===== src/rtl/wt_pkg.sv =====
package wt_pkg;
  localparam int unsigned A_CTRL = 0;
  localparam int unsigned A_STAT = 1;
  localparam int unsigned A_CSEL = 2;
  localparam int unsigned A_VAL  = 3;
  localparam int unsigned A_CNT  = 4;

  localparam int unsigned B_EN    = 0;
  localparam int unsigned B_SET   = 1;
  localparam int unsigned B_SGL   = 2;
  localparam int unsigned B_SLP   = 3;
  localparam int unsigned B_BUSY  = 0;
  localparam int unsigned B_RUN   = 1;
  localparam int unsigned B_TOUT  = 2;

  typedef struct packed {
    logic sleep_only;
    logic single;
    logic set;
    logic en;
  } ctrl_t;
endpackage


===== src/rtl/wt_tick_sel.sv =====
module wt_tick_sel #(
  parameter int unsigned NUM_SRC = 2,
  parameter int unsigned SEL_W   = 2
) (
  input  logic [NUM_SRC-1:0] tick_i,
  input  logic [SEL_W-1:0]   sel_i,
  output logic               tick_o,
  output logic               valid_o
);
  logic [NUM_SRC-1:0] hit, match;

  // code 0 means no source; code g+1 picks source g
  for (genvar g = 0; g < NUM_SRC; g++) begin : g_src
    assign match[g] = (sel_i == SEL_W'(g + 1));
    assign hit[g]   = match[g] & tick_i[g];
  end

  assign tick_o  = |hit;
  assign valid_o = |match;
endmodule


===== src/rtl/wt_regs.sv =====
module wt_regs
  import wt_pkg::*;
#(
  parameter int unsigned CNT_W       = 32,
  parameter int unsigned ADDR_W      = 3,
  parameter int unsigned SEL_W       = 2,
  parameter int unsigned SYNC_CYCLES = 2
) (
  input  logic              clk_i,
  input  logic              rst_ni,
  input  logic [ADDR_W-1:0] addr_i,
  input  logic              wr_en_i,
  input  logic [CNT_W-1:0]  wdata_i,
  input  logic [CNT_W-1:0]  cnt_i,
  input  logic              running_i,
  input  logic              timeout_i,
  output logic [CNT_W-1:0]  rdata_o,
  output ctrl_t             ctrl_o,
  output logic [SEL_W-1:0]  sel_o,
  output logic [CNT_W-1:0]  staged_o,
  output logic              commit_o,
  output logic              rearm_o,
  output logic              clr_to_o,
  output logic              busy_o
);
  localparam int unsigned BW = $clog2(SYNC_CYCLES + 1);

  ctrl_t            ctrl_q;
  logic [SEL_W-1:0] sel_q;
  logic [CNT_W-1:0] staged_q;
  logic [BW-1:0]    busy_q;
  logic             acc, wr_ctrl, en_chg;

  assign busy_o   = (busy_q != '0);
  assign acc      = wr_en_i & ~busy_o;
  assign wr_ctrl  = acc & (addr_i == ADDR_W'(A_CTRL));
  assign commit_o = wr_ctrl & wdata_i[B_SET];
  assign en_chg   = wr_ctrl & (wdata_i[B_EN] != ctrl_q.en);
  assign rearm_o  = en_chg & wdata_i[B_EN];
  // timeout clear is never blocked by busy
  assign clr_to_o = wr_en_i & (addr_i == ADDR_W'(A_STAT)) & wdata_i[B_TOUT];

  always_ff @(posedge clk_i or negedge rst_ni) begin
    if (!rst_ni) begin
      ctrl_q   <= '0;
      sel_q    <= '0;
      staged_q <= '0;
      busy_q   <= '0;
    end else begin
      ctrl_q.set <= commit_o;
      if (wr_ctrl) begin
        ctrl_q.en         <= wdata_i[B_EN];
        ctrl_q.single     <= wdata_i[B_SGL];
        ctrl_q.sleep_only <= wdata_i[B_SLP];
      end
      if (acc && addr_i == ADDR_W'(A_CSEL)) sel_q <= wdata_i[SEL_W-1:0];
      if (acc && addr_i == ADDR_W'(A_VAL))  staged_q <= wdata_i;
      if (commit_o || en_chg)  busy_q <= BW'(SYNC_CYCLES);
      else if (busy_o)         busy_q <= busy_q - 1'b1;
    end
  end

  assign ctrl_o   = ctrl_q;
  assign sel_o    = sel_q;
  assign staged_o = staged_q;

  always_comb begin
    rdata_o = '0;
    case (addr_i)
      ADDR_W'(A_CTRL): rdata_o[3:0] = ctrl_q;
      ADDR_W'(A_STAT): begin
        rdata_o[B_BUSY] = busy_o;
        rdata_o[B_RUN]  = running_i;
        rdata_o[B_TOUT] = timeout_i;
      end
      ADDR_W'(A_CSEL): rdata_o[SEL_W-1:0] = sel_q;
      ADDR_W'(A_VAL):  rdata_o = staged_q;
      ADDR_W'(A_CNT):  rdata_o = cnt_i;
      default:         rdata_o = '0;
    endcase
  end

  p_set_selfclear_r3: assert property (@(posedge clk_i) disable iff (!rst_ni)
    ctrl_q.set |=> !ctrl_q.set);
  p_busy_drops_val_r8: assert property (@(posedge clk_i) disable iff (!rst_ni)
    (busy_o && wr_en_i && addr_i == ADDR_W'(A_VAL)) |=> staged_q == $past(staged_q));
  p_busy_drops_ctrl_r8: assert property (@(posedge clk_i) disable iff (!rst_ni)
    (busy_o && wr_en_i && addr_i == ADDR_W'(A_CTRL)) |=> ctrl_q.en == $past(ctrl_q.en));
endmodule


===== src/rtl/wt_counter.sv =====
module wt_counter #(
  parameter int unsigned CNT_W = 32
) (
  input  logic             clk_i,
  input  logic             rst_ni,
  input  logic             en_i,
  input  logic             single_i,
  input  logic             sleep_only_i,
  input  logic             sleep_i,
  input  logic             tick_i,
  input  logic             load_i,
  input  logic [CNT_W-1:0] load_val_i,
  input  logic             rearm_i,
  input  logic             clr_to_i,
  output logic [CNT_W-1:0] cnt_o,
  output logic             halted_o,
  output logic             timeout_o,
  output logic             wake_o
);
  logic [CNT_W-1:0] cnt_q, reload_q;
  logic             halted_q, to_q, wake_q;
  logic             step, at_end, expire;

  assign step   = tick_i & en_i & ~halted_q & (~sleep_only_i | sleep_i) & ~load_i & ~rearm_i;
  assign at_end = (cnt_q == '0) | (cnt_q == CNT_W'(1));
  assign expire = step & at_end;

  always_ff @(posedge clk_i or negedge rst_ni) begin
    if (!rst_ni) begin
      cnt_q    <= '0;
      reload_q <= '0;
      halted_q <= 1'b0;
      to_q     <= 1'b0;
      wake_q   <= 1'b0;
    end else begin
      wake_q <= expire & sleep_i;
      if (expire)        to_q <= 1'b1;
      else if (clr_to_i) to_q <= 1'b0;
      if (load_i) begin
        cnt_q    <= load_val_i;
        reload_q <= load_val_i;
        halted_q <= 1'b0;
      end else if (rearm_i) begin
        halted_q <= 1'b0;
      end else if (step) begin
        if (!at_end) begin
          cnt_q <= cnt_q - 1'b1;
        end else if (single_i || cnt_q == '0) begin
          // single shot, or zero load: stop instead of looping each tick
          cnt_q    <= '0;
          halted_q <= 1'b1;
        end else begin
          cnt_q <= reload_q;
        end
      end
    end
  end

  assign cnt_o     = cnt_q;
  assign halted_o  = halted_q;
  assign timeout_o = to_q;
  assign wake_o    = wake_q;

  p_sleep_gate_r4: assert property (@(posedge clk_i) disable iff (!rst_ni)
    (sleep_only_i && !sleep_i && !load_i) |=> cnt_q == $past(cnt_q));
  p_single_stop_r5: assert property (@(posedge clk_i) disable iff (!rst_ni)
    (step && single_i && cnt_q == CNT_W'(1)) |=> (cnt_q == '0 && halted_q && to_q));
  p_reload_r6: assert property (@(posedge clk_i) disable iff (!rst_ni)
    (step && !single_i && cnt_q == CNT_W'(1)) |=> (cnt_q == $past(reload_q) && to_q));
  p_zero_halt_r7: assert property (@(posedge clk_i) disable iff (!rst_ni)
    (step && cnt_q == '0) |=> (halted_q && to_q));
  p_timeout_sticky_r9: assert property (@(posedge clk_i) disable iff (!rst_ni)
    (to_q && !clr_to_i) |=> to_q);
  p_wake_in_sleep_r10: assert property (@(posedge clk_i) disable iff (!rst_ni)
    wake_q |-> $past(sleep_i));
  p_wake_pulse_r10: assert property (@(posedge clk_i) disable iff (!rst_ni)
    (wake_q && !expire) |=> !wake_q);
endmodule


===== src/rtl/wake_timer.sv =====
module wake_timer
  import wt_pkg::*;
#(
  parameter int unsigned CNT_W       = 32,
  parameter int unsigned ADDR_W      = 3,
  parameter int unsigned NUM_SRC     = 2,
  parameter int unsigned SYNC_CYCLES = 2
) (
  input  logic               clk_i,
  input  logic               rst_ni,
  input  logic [ADDR_W-1:0]  addr_i,
  input  logic               wr_en_i,
  input  logic [CNT_W-1:0]   wdata_i,
  output logic [CNT_W-1:0]   rdata_o,
  input  logic               sleep_i,
  input  logic [NUM_SRC-1:0] tick_i,
  output logic               timeout_o,
  output logic               wake_o,
  output logic               busy_o,
  output logic               running_o
);
  localparam int unsigned SEL_W = $clog2(NUM_SRC + 1);

  ctrl_t            ctrl;
  logic [SEL_W-1:0] sel;
  logic [CNT_W-1:0] staged, cnt;
  logic             commit, rearm, clr_to, tick, sel_ok, halted;

  wt_regs #(
    .CNT_W(CNT_W), .ADDR_W(ADDR_W), .SEL_W(SEL_W), .SYNC_CYCLES(SYNC_CYCLES)
  ) u_regs (
    .clk_i, .rst_ni, .addr_i, .wr_en_i, .wdata_i,
    .cnt_i(cnt), .running_i(running_o), .timeout_i(timeout_o),
    .rdata_o, .ctrl_o(ctrl), .sel_o(sel), .staged_o(staged),
    .commit_o(commit), .rearm_o(rearm), .clr_to_o(clr_to), .busy_o
  );

  wt_tick_sel #(.NUM_SRC(NUM_SRC), .SEL_W(SEL_W)) u_sel (
    .tick_i, .sel_i(sel), .tick_o(tick), .valid_o(sel_ok)
  );

  wt_counter #(.CNT_W(CNT_W)) u_cnt (
    .clk_i, .rst_ni,
    .en_i(ctrl.en), .single_i(ctrl.single), .sleep_only_i(ctrl.sleep_only),
    .sleep_i, .tick_i(tick), .load_i(commit), .load_val_i(staged),
    .rearm_i(rearm), .clr_to_i(clr_to),
    .cnt_o(cnt), .halted_o(halted), .timeout_o, .wake_o
  );

  assign running_o = ctrl.en & sel_ok & ~halted;

  p_idle_hold_r2: assert property (@(posedge clk_i) disable iff (!rst_ni)
    (!running_o && !commit) |=> cnt == $past(cnt));
  p_busy_after_commit_r8: assert property (@(posedge clk_i) disable iff (!rst_ni)
    commit |=> busy_o);
endmodule


===== config.mk =====
export PLATFORM = sky130hd
export DESIGN_NAME = wake_timer
export DESIGN_NICKNAME = d
export VERILOG_FILES = /design/src/rtl/wt_pkg.sv /design/src/rtl/wt_tick_sel.sv /design/src/rtl/wt_regs.sv /design/src/rtl/wt_counter.sv /design/src/rtl/wake_timer.sv
export SDC_FILE = /design/constraint.sdc
export NUM_CORES = 1
export LEC_CHECK = 0
export ABC_AREA = 1
export BUFFER_PORTS_ARGS = -buffer_cell sky130_fd_sc_hd__buf_2
export CAP_MARGIN = 10
export CORE_MARGIN = 4
export CORE_UTILIZATION = 59
export CTS_BUF_LIST = sky130_fd_sc_hd__clkbuf_16
export DETAILED_ROUTE_END_ITERATION = 10
export HOLD_SLACK_MARGIN = 0.1
export PLACE_DENSITY = 0.84
export SLEW_MARGIN = 20
export SYNTH_ARGS = -nofsm -noshare
export SYNTH_HDL_FRONTEND = slang
export SYNTH_SLANG_ARGS = --single-unit
export TNS_END_PERCENT = 50

===== constraint.sdc =====
create_clock -name clk_i -period 2.1 [get_ports clk_i]
set_input_delay 0.21 -clock clk_i [delete_from_list [all_inputs] [get_ports clk_i]]
set_output_delay 0.21 -clock clk_i [all_outputs]
set_load 0.005 [all_outputs]

# [Yosys cells after proc, flatten, opt, wreduce, memory -nomap -nowiden]
# Cells that the tools add are included.
[word_totals] wordCells=83 ff_bits=107 inputBits=41
[classes] reduce_logical=17 add_sub_neg=2 bitwise_logic=25 mux=18 n_eq_ne=9
[op_table] operator="32-bit 2-to-1 mux" n=5
[op_table] operator="28-bit one-hot mux with 2 select lines" n=1
[op_table] operator="32-bit by 1-bit == test with 1-bit output (second input constant)" n=1
[op_table] operator="32-bit zero test" n=1
[op_table] operator="32-bit by 1-bit subtractor with 32-bit output (second input constant)" n=1
[op_table] operator="1-bit AND" n=18
[op_table] operator="2-bit one-hot mux with 5 select lines" n=1
[op_table] operator="3-bit nonzero test" n=3
[op_table] operator="2-bit nonzero test" n=4
[op_table] operator="1-bit 2-to-1 mux" n=7
[op_table] operator="3-bit by 2-bit == test with 1-bit output (second input constant)" n=2
[op_table] operator="1-bit inverter" n=5
[op_table] operator="2-bit 2-to-1 mux" n=2
[op_table] operator="1-bit one-hot mux with 4 select lines" n=1
[op_table] operator="2-bit OR reduction" n=2
[op_table] operator="3-bit by 1-bit == test with 1-bit output (second input constant)" n=1
[op_table] operator="3-bit == test (second input constant)" n=1
[op_table] operator="3-bit zero test" n=1
[op_table] operator="1-bit one-hot mux with 3 select lines" n=1
[op_table] operator="3-bit AND reduction" n=1
[op_table] operator="2-bit by 1-bit == test with 1-bit output (second input constant)" n=1
[op_table] operator="2-bit == test (second input constant)" n=1
[op_table] operator="1-bit logical AND" n=2
[op_table] operator="1-bit logical OR" n=2
[op_table] operator="other kinds (5)" n=6

# [Longest topological paths before layout]
# Gate-level depths: netlist (run 1).
[depth] depth_word=11 mapped_depth=12 ltp_nobuf=12

# [By module]
# A second synthesis (run 1) with hierarchy kept.
[hier_totals] cells_unflattened=941 area_unflattened_um2=6673.9
[modules_own_cells] module="wt_counter" n_inst=1 cells_each=651 seq_area_each_um2=1676.6 area_per_inst_um2=4414.2
[modules_own_cells] module="wt_regs" n_inst=1 cells_each=280 seq_area_each_um2=1001.0 area_per_inst_um2=2202.1
[modules_own_cells] module="wt_tick_sel" n_inst=1 cells_each=8 seq_area_each_um2=0.0 area_per_inst_um2=47.5
[modules_own_cells] module="wake_timer" n_inst=1 cells_each=2 seq_area_each_um2=0.0 area_per_inst_um2=10.0

# [Least setup slack after synthesis (run 1)]
# No wires, ideal clock.
[synth_path] path_type="reg-to-reg" start="reg u_cnt.cnt_q[0] (netlist: u_cnt.cnt_o[0])" end="reg u_cnt.cnt_q[10] (netlist: u_cnt.cnt_o[10])" t_required_ps=1984 setup_time_ps=116 period_less_slack_ps=1680 slack_ps=420 path_stages_with_launch=11 arrival_time_ps=1564 cell_sequence="dfrtp_1 -> inv_1 -> ha_1 -> nand2_2 -> nor2_4 -> nand2_4 -> o21ai_4 -> buf_6 -> o21ai_1 -> nand2_1 -> nand2_1"
[synth_via] elab_chain_cells=7 word_cells_on_any_way=10 cone_classes="add/sub (1); eq/ne (1); mux (5); bitwise (1); reduce/logical (2)"
[synth_lines] element="from (decl)" line="wt_counter.sv:20" source="logic [CNT_W-1:0] cnt_q, reload_q;"
[synth_lines] element="from (signal assigned)" line="wt_counter.sv:40" source="cnt_q <= load_val_i;"
[synth_lines] element="from (signal assigned)" line="wt_counter.sv:47" source="cnt_q <= cnt_q - 1'b1;"
[synth_lines] element="from (signal assigned)" line="wt_counter.sv:53" source="cnt_q <= reload_q;"
[synth_lines] element="parallel branches: the longest is 3 deep, another holds 32-bit by 1-bit subtractor with 32-bit output"
[synth_lines] element="32-bit 2-to-1 mux (*)" line="wt_counter.sv:46" source="if (!at_end) begin"
[synth_lines] element="32-bit 2-to-1 mux (*)" line="wt_counter.sv:45" source="end else if (step) begin"
[synth_lines] element="32-bit 2-to-1 mux (*)" line="wt_counter.sv:43" source="end else if (rearm_i) begin"
[synth_lines] element="32-bit 2-to-1 mux (*)" line="wt_counter.sv:39" source="if (load_i) begin"
# Mark *: on every way between the ends. The select of a mux whose other input is x is not followed.
# A chain may end at the register's enable or synchronous reset.

# [Worst setup path in the final report (run 1)]
[layout_path] start="reg u_regs.sel_q[0] (netlist: u_regs.sel_o[0])" end="reg u_cnt.cnt_q[30] (netlist: u_cnt.cnt_o[30])"
[layout_via] elab_chain_cells=10 word_cells_on_any_way=12 cone_classes="eq/ne (2); bitwise (7); reduce/logical (3)"
[layout_lines] element="from (decl)" line="wt_regs.sv:29" source="logic [SEL_W-1:0] sel_q;"
[layout_lines] element="from (signal assigned)" line="wt_regs.sv:56" source="if (acc && addr_i == ADDR_W'(A_CSEL)) sel_q <= wdata_i[SEL_W-1:0];"
[layout_lines] element="2-bit by 1-bit == test with 1-bit output or 2-bit == test (tied branches)" line="wt_tick_sel.sv:14" source="assign match[g] = (sel_i == SEL_W'(g + 1));"
[layout_lines] element="1-bit AND" line="wt_tick_sel.sv:15" source="assign hit[g] = match[g] & tick_i[g];"
[layout_lines] element="2-bit OR reduction (*)" line="wt_tick_sel.sv:18" source="assign tick_o = |hit;"
[layout_lines] element="1-bit AND (*) (5 in a row)" line="wt_counter.sv:24" source="assign step = tick_i & en_i & ~halted_q & (~sleep_only_i | sleep_i) & ~load_i & ~rearm_i;"
[layout_lines] element="2-bit nonzero test (no source line) (*)"
[layout_lines] element="2-bit AND reduction (no source line) (*)"
# Mark *: on every way between the ends. The rest lies on a longest branch, timed or not.

==> impl_results.md, run 1 <==
* Outcome: complete, no violations
* Clock power frac at 21.1%
* Hold Path Sink: u_regs.staged_o[26]$_DFFE_PN0P_
* Number of warnings issued by yosys at 0
* CP required at 2.39 ns
* Max_cap viols at 0
* CTS buffer count at 9
* CTS sink count at 107
* Vias at 5854
* Comb power frac at 36.7%
* Hold Crit Class: in2reg
* CP Capture Type: flop
* First-pass detailed-route iteration total at 5
* H-tree levels at 3
* # DRC at 0
* First-pass GRT wire length at 27700 um
* Period utilization at 93.9%
* Arrival @ worst endpoint at 2.27 ns
* Total Power at 8630 uW
* Row count at 37
* Crit Path Category: reg2reg
* Max VDD drop at 748 uV
* Initial DRC count at 508
* Final-stage net count at 1007
* Hold path depth at 2
* Placed wire-length estimate at 11300 um
* WL/cell at 14.7 um
* Syn_nets at 890
* Most common cell after layout, fill and taps aside: nand2_1
* Vias per std cell at 5.31
* Die W at 111 um
* Fmax achieved at 0.507 GHz
* Cell Area, Synth at 6220 um^2
* Avg Inst Size Synth at 7.37 um^2
* Die Ht at 111 um
* Slew Viols, Final at 0
* Sequential share of the synthesized area at 43.0%
* Initial Utilization at 60.6%
* Final hold violations at 0
* Die ar. at 12300 um^2
* ANT nets after route at 0
* Startpoint Class: flop
* Vias in the first global route at 5745
* Gr ovfl total at 0
* # port buffers at 76
* Final Instance Count excl. Fillers at 1102
* Crit-path max FO at 16
* Reg2Reg Depth at 9
* R2R Path End: u_cnt.cnt_o[30]$_DFFE_PN0P_
* Core footprint at 10300 um^2
* Seq pwr share at 42.2%
* Share of cells above drive strength 1 at 18.0%
* Area delta synth->final at 20.8%
* Placed cells at 1051
* N_diodes at 0
* Sw Pwr at 3370 uW
* Clock Skews at 0.00517 ns
* Worst slew margin at 60.6%
* Clock transition at path regs at 0.07 ns
* Final wirelength at 16200 um
* CTS tree: built
* Power Density at 1150 nW/um^2
* Yosys reg bits at 107
* Final Wtd Congestion at 0.960
* Setup_tns at 0 ns
* Total global-route track usage at 27.2%
* Clk buf depth at 2
* Synth Instances at 844
* Sw frac at 39.0%
* R2r setup slk at 0.13 ns
* # IOs at 77
* Endpoints failing setup at 0
* Initial antenna violation count at 0
* Most frequent cells in the layout: nand2_1, o21ai_0, inv_1, dfrtp_1, buf_2
* Hold Crit Start: wdata_i[26]
* Root buffer cell: clkbuf_16
* Period minus WS final at 1.97 ns
* P_int at 5260 uW
* R2r startpoint: u_regs.sel_o[0]$_DFFE_PN0P_
* Pin count of the biggest net entering global routing at 52
* Lkg Pwr at 0.00398 uW
* Least-Margin Pin Slew at 0.591 ns
* Clock Latency Late Sink at 0.35 ns
* Synth unique cells at 39
worst max-delay path: stages (launching register included):
cell and delay, ns:
dfrtp_1 0.40, inv_1 0.06, ha_1 0.19, a22o_1 0.22, nand2_1 0.30, nand2_1 0.15
buf_4 0.23, o21ai_0 0.21, inv_1 0.07, nand2_1 0.07
per-stage QoR:
step | hold WS [ns] | setup slack (ns) | utilization [%] | area, um^2
final | 0.101 | 0.129 | 73.2 | 7520
after global placement | 0.253 | 0.146 | 66.6 | 6840
after global routing | 0.112 | -0.0238 | 73.2 | 7520
after CTS | 0.103 | 0.0806 | 72.5 | 7450
after floorplan | -0.0856 | 0.420 | - | 6220
after detailed placement | 0.253 | 0.104 | 66.6 | 6840
registers in the layout, indices dropped and copies added (netlist names):
name,cells
u_regs.busy_q,2
u_cnt.wake_o,1
u_regs.sel_o,2
u_regs.ctrl_o,4
u_cnt.halted_o,1
u_regs.staged_o,32
u_cnt.reload_q,32
u_cnt.timeout_o,1
u_cnt.cnt_o,32
routing by layer:
layer,vias to the layer above,wire [um],global-route usage (%)
met2,227,7720,43.9
met1,2698,7320,38.3
li1,2908,-,-
met4,0,193,6.49
met5,-,0,0
met3,21,1000,4.86
cells in the mapped netlist:
library cell	n	share of area, %
o21ai_0	113	9.1
buf_2	10	0.80
inv_4	1	0.10
clkbuf_2	1	0.080
o21ai_4	1	0.26
buf_1	1	0.060
xor2_1	9	1.3
o221ai_1	2	0.28
nand3b_1	1	0.12
a22oi_1	1	0.12
xnor2_1	1	0.14
nor3_1	1	0.080
nand2_4	3	0.54
clkbuf_1	7	0.42
nand4_1	2	0.20
nand3_2	1	0.16
nand2_1	274	17
a21oi_1	1	0.080
nand2_2	4	0.40
inv_1	112	6.8
o21ai_1	11	0.88
dfrtp_1	107	43
nor2_4	2	0.36
o2111ai_1	1	0.14
o21ai_2	1	0.14
a21oi_2	2	0.28
inv_2	2	0.12
o21bai_1	2	0.24
a211oi_1	1	0.12
buf_4	4	0.48
a221oi_1	2	0.28
nand3_1	47	3.8
nor2_1	68	4.1
a22o_1	1	0.14
ha_1	5	1.0
nor2_8	2	0.64
nor2_2	6	0.60
mux2_2	30	5.4
buf_6	4	0.72
cells by family (layout without fill, tap and decap cells):
family / count (synthesis) / count (layout) / share of synthesized area [%]
adders and majority gates: 5 / 5 / 1.01
and+or+nand+nor: 411 / 412 / 27.5
xor gates and xnor gates: 10 / 10 / 1.41
buffers and inverters: 142 / 263 / 9.55
AOI/OAI and AO/OA: 139 / 139 / 12.1
muxes: 30 / 30 / 5.43
DFF: 107 / 107 / 43.0
power by group through the flow:
stage / registers (uW) / logic [uW] / clock network, uW
after floorplan: 3460 / 2260 / 0
after global placement: 3620 / 2950 / 0
after detailed placement: 3640 / 3050 / 0
after CTS: 3630 / 3130 / 1840
after global routing: 3750 / 3640 / 1940
final: 3650 / 3170 / 1820
layout make-up:
type	instances	area, um^2
Multi-Input combinational cell	596	2960
Fill cell	836	2760
Sequential cell	107	2680
Timing Repair Buffer	132	958
Inverter	115	434
Clock buffer	9	225
Tap cell	136	170
Clock inverter	7	92.6
worst max path at each step:
stage,from,end,slack (ns),depth (start not counted)
after floorplan,u_cnt.cnt_o[0]$_DFFE_PN0P_,u_cnt.cnt_o[10]$_DFFE_PN0P_,0.42,10
after global placement,u_cnt.cnt_o[0]$_DFFE_PN0P_,u_cnt.cnt_o[12]$_DFFE_PN0P_,0.15,10
after detailed placement,u_cnt.cnt_o[0]$_DFFE_PN0P_,u_cnt.cnt_o[8]$_DFFE_PN0P_,0.10,10
after CTS,u_cnt.cnt_o[0]$_DFFE_PN0P_,u_cnt.cnt_o[16]$_DFFE_PN0P_,0.08,10
after global routing,u_regs.sel_o[0]$_DFFE_PN0P_,u_cnt.cnt_o[30]$_DFFE_PN0P_,-0.02,9
final,u_regs.sel_o[0]$_DFFE_PN0P_,u_cnt.cnt_o[30]$_DFFE_PN0P_,0.13,9
timing repair:
| item | 4_1_cts | 5_1_grt |
|---|---|---|
| hold endpoints to repair | 69 | 0 |
| setup buffers | 0 | 5 |
| setup endpoints to repair | 0 | 30 |
| resized for setup | 0 | 2 |
| hold buffers | 29 | 0 |
Power figures use the tool's default switching activity.
==> inputs of run 2 (changes only) <==
--- a/config.mk
+++ b/config.mk
@@ -8,12 +8,13 @@
 export ABC_AREA = 1
 export BUFFER_PORTS_ARGS = -buffer_cell sky130_fd_sc_hd__buf_2
 export CAP_MARGIN = 10
+export CORE_ASPECT_RATIO = 0.8
 export CORE_MARGIN = 4
 export CORE_UTILIZATION = 59
 export CTS_BUF_LIST = sky130_fd_sc_hd__clkbuf_16
 export DETAILED_ROUTE_END_ITERATION = 10
 export HOLD_SLACK_MARGIN = 0.1
-export PLACE_DENSITY = 0.84
+export PLACE_DENSITY_LB_ADDON = 0.3
 export SLEW_MARGIN = 20
 export SYNTH_ARGS = -nofsm -noshare
 export SYNTH_HDL_FRONTEND = slang
==> impl_results.md, run 2 (synthesis gave the netlist of run 1 again) <==
* Outcome: complete, no violations
* Hold path depth at 3 (+1)
* Final hold violations at 0 (unchanged)
* First-pass GRT wire length at 27700 um (-0.15%)
* Top delay family on crit path: simple AND/OR/NAND/NOR gates
* Gr ovfl total at 0 (unchanged)
* CP max-delay cell: dfrtp_1
* Placement Setup Slack at 0.192 ns (+0.0876 ns)
* First-pass detailed-route iteration total at 8 (+3)
* # DRC at 0 (unchanged)
* Vias at 5820 (-0.58%)
* Vias per std cell at 5.28 (-0.67%)
* Lkg Pwr at 0.00398 uW (about the same)
* # IOs at 77 (unchanged)
* Initial Utilization at 60.5% (about the same)
* CP Buf/Inv Count at 2 (-1)
* Row count at 33 (-11%)
* Setup_tns at 0 ns (unchanged)
* Clock transition at path regs at 0.08 ns (about the same)
* Share of cells above drive strength 1 at 18.1% (+0.056 points)
* Final-stage net count at 1004 (-0.30%)
* Least-Margin Pin Slew at 0.599 ns (+0.00769 ns)
* Final Wtd Congestion at 1.01 (+5.1%)
* Die ar. at 12300 um^2 (about the same)
* Placed cells at 1058 (+0.67%)
* Final Instance Count excl. Fillers at 1103 (+0.091%)
* H-tree levels at 3 (unchanged)
* Most frequent cells in the layout: nand2_1, inv_1, o21ai_0, dfrtp_1, buf_2
* Period minus WS final at 1.92 ns (-0.0482 ns)
* Core footprint at 10300 um^2 (about the same)
* Fill count at 856 (+2.4%)
* Area delta synth->final at 20.3%
* Crit-path max cell delay at 0.39 ns (about the same)
* Hold Crit Start: wdata_i[3]
* Reg2Reg Depth at 11 (+2)
* Hold Path Sink: u_regs.ctrl_o[3]$_DFFE_PN0N_
* # port buffers at 76 (unchanged)
* Worst slew margin at 60.1% (-0.51 points)
* Worst setup slack after layout at 0.177 ns (+0.0482 ns)
* Endpoints failing setup at 0 (unchanged)
* R2r setup slk at 0.18 ns (+0.05 ns)
* Die W at 123 um (+11%)
* Clock Skews at 0.0117 ns (+0.00655 ns)
* Post-route cell area at 7490 um^2 (-0.47%)
* Crit-path max FO at 5 (-11)
* Initial DRC count at 545 (+7.3%)
* Clk buf depth at 2 (unchanged)
* Startpoint Class: flop
* Max VDD drop at 592 uV (-21%)
* Critical path's most frequent cell: nand2_1
* Worst path cell trace: inv_1 > ha_1 > nand2_2 > nor2_4 > nand2_1 > inv_1 > nor2_1 > o21ai_0 > nand2_1 > nand2_1 > nand2_1
* R2R Path End: u_cnt.cnt_o[10]$_DFFE_PN0P_
* CTS tree: built
* DP Area at 6870 um^2 (+0.40%)
* Initial antenna violation count at 0 (unchanged)
* CTS sink count at 107 (unchanged)
* Clock Latency Late Sink at 0.35 ns (about the same)
* Period utilization at 91.6% (-2.3 points)
* Most common cell after layout, fill and taps aside: nand2_1
* Vias in the first global route at 5609 (-2.4%)
* Hold Crit Class: in2reg
* Slew Viols, Final at 0 (unchanged)
* Total Power at 8690 uW (+0.69%)
* Root buffer cell: clkbuf_16
* Power Density at 1160 nW/um^2 (+1.2%)
* CP Capture Type: flop
* ANT nets after route at 0 (unchanged)
* Final wirelength at 16600 um (+2.3%)
* WL/cell at 15.1 um (+2.2%)
* Arrival @ worst endpoint at 2.16 ns (-0.11 ns)
* Crit Path Category: reg2reg
* Placed wire-length estimate at 11800 um (+4.5%)
* Total global-route track usage at 28.5% (+1.3 points)
* Pin count of the biggest net entering global routing at 108 (+110%)
* Die Ht at 99.9 um (-9.8%)
* CTS buffer count at 9 (unchanged)
* CP required at 2.33 ns (-0.06 ns)
* RSZ-0062 raised after global routing: false
* R2r startpoint: u_cnt.cnt_o[0]$_DFFE_PN0P_
* Fmax achieved at 0.520 GHz (+2.5%)
* Max_cap viols at 0 (unchanged)
* N_diodes at 0 (unchanged)
[run 2: worst min-delay path: cells and delay by family]
kind / cells / cell delay [ns]
AO/OA/AOI/OAI: 1 / 0.07
buffers and inverters: 1 / 0.09
AND/OR/NAND/NOR: 1 / 0.05
[run 2: final cells by class]
type | count | area [um^2] | area share (%)
clock buffers | 9 | 225 | 3.01
clock inverters | 7 | 97.6 | 1.30
inverters | 115 | 434 | 5.80
multi-input cells | 595 | 2960 | 39.5
flip-flops and latches | 107 | 2680 | 35.8
well taps | 140 | 175 | 2.34
repair buffers | 130 | 918 | 12.3
[run 2: what timing repair did]
action	in CTS	in global routing
endpoints found under the setup margin	0	4
hold endpoints to repair	132	1
buffers inserted	0	2
gates resized for setup	0	1
hold buffers	26	1
[run 2: stage by stage]
step | hold slack [ns] | util, %
2_1_floorplan | -0.0856 | -
3_3_place_gp | 0.330 | 66.8
3_5_place_dp | 0.329 | 66.8
4_1_cts | 0.100 | 72.5
5_1_grt | 0.109 | 72.8
6_report | 0.0968 | 72.8
[run 2: worst max path at each step]
stage                                      start                          end  cells past startpoint
detailed placement    u_cnt.cnt_o[0]$_DFFE_PN0P_   u_cnt.cnt_o[0]$_DFFE_PN0P_                     10
floorplan             u_cnt.cnt_o[0]$_DFFE_PN0P_  u_cnt.cnt_o[10]$_DFFE_PN0P_                     10
CTS                 u_regs.busy_q[0]$_DFFE_PN0P_                   rdata_o[0]                      6
finish                u_cnt.cnt_o[0]$_DFFE_PN0P_  u_cnt.cnt_o[10]$_DFFE_PN0P_                     11
global placement     u_cnt.cnt_o[21]$_DFFE_PN0P_  u_cnt.cnt_o[31]$_DFFE_PN0P_                     11
global route          u_cnt.cnt_o[0]$_DFFE_PN0P_  u_cnt.cnt_o[20]$_DFFE_PN0P_                     12
[run 2: routing by layer]
layer  GRT usage (%)  part of all wire [%]  routed length (um)
met3            4.85                   7.4                1230
met1            44.2                    47                7840
met5               0                     0                   0
met2            41.7                    44                7350
met4            6.54                   1.1                 188
[run 2: power by group]
part           switching [uW]  leakage, uW  total [uW]  internal [uW]
logic                    1930      0.00251        3210           1280
clock network             781     0.000158        1840           1050
registers                 692      0.00131        3640           2950
total                    3410      0.00398        8690           5290
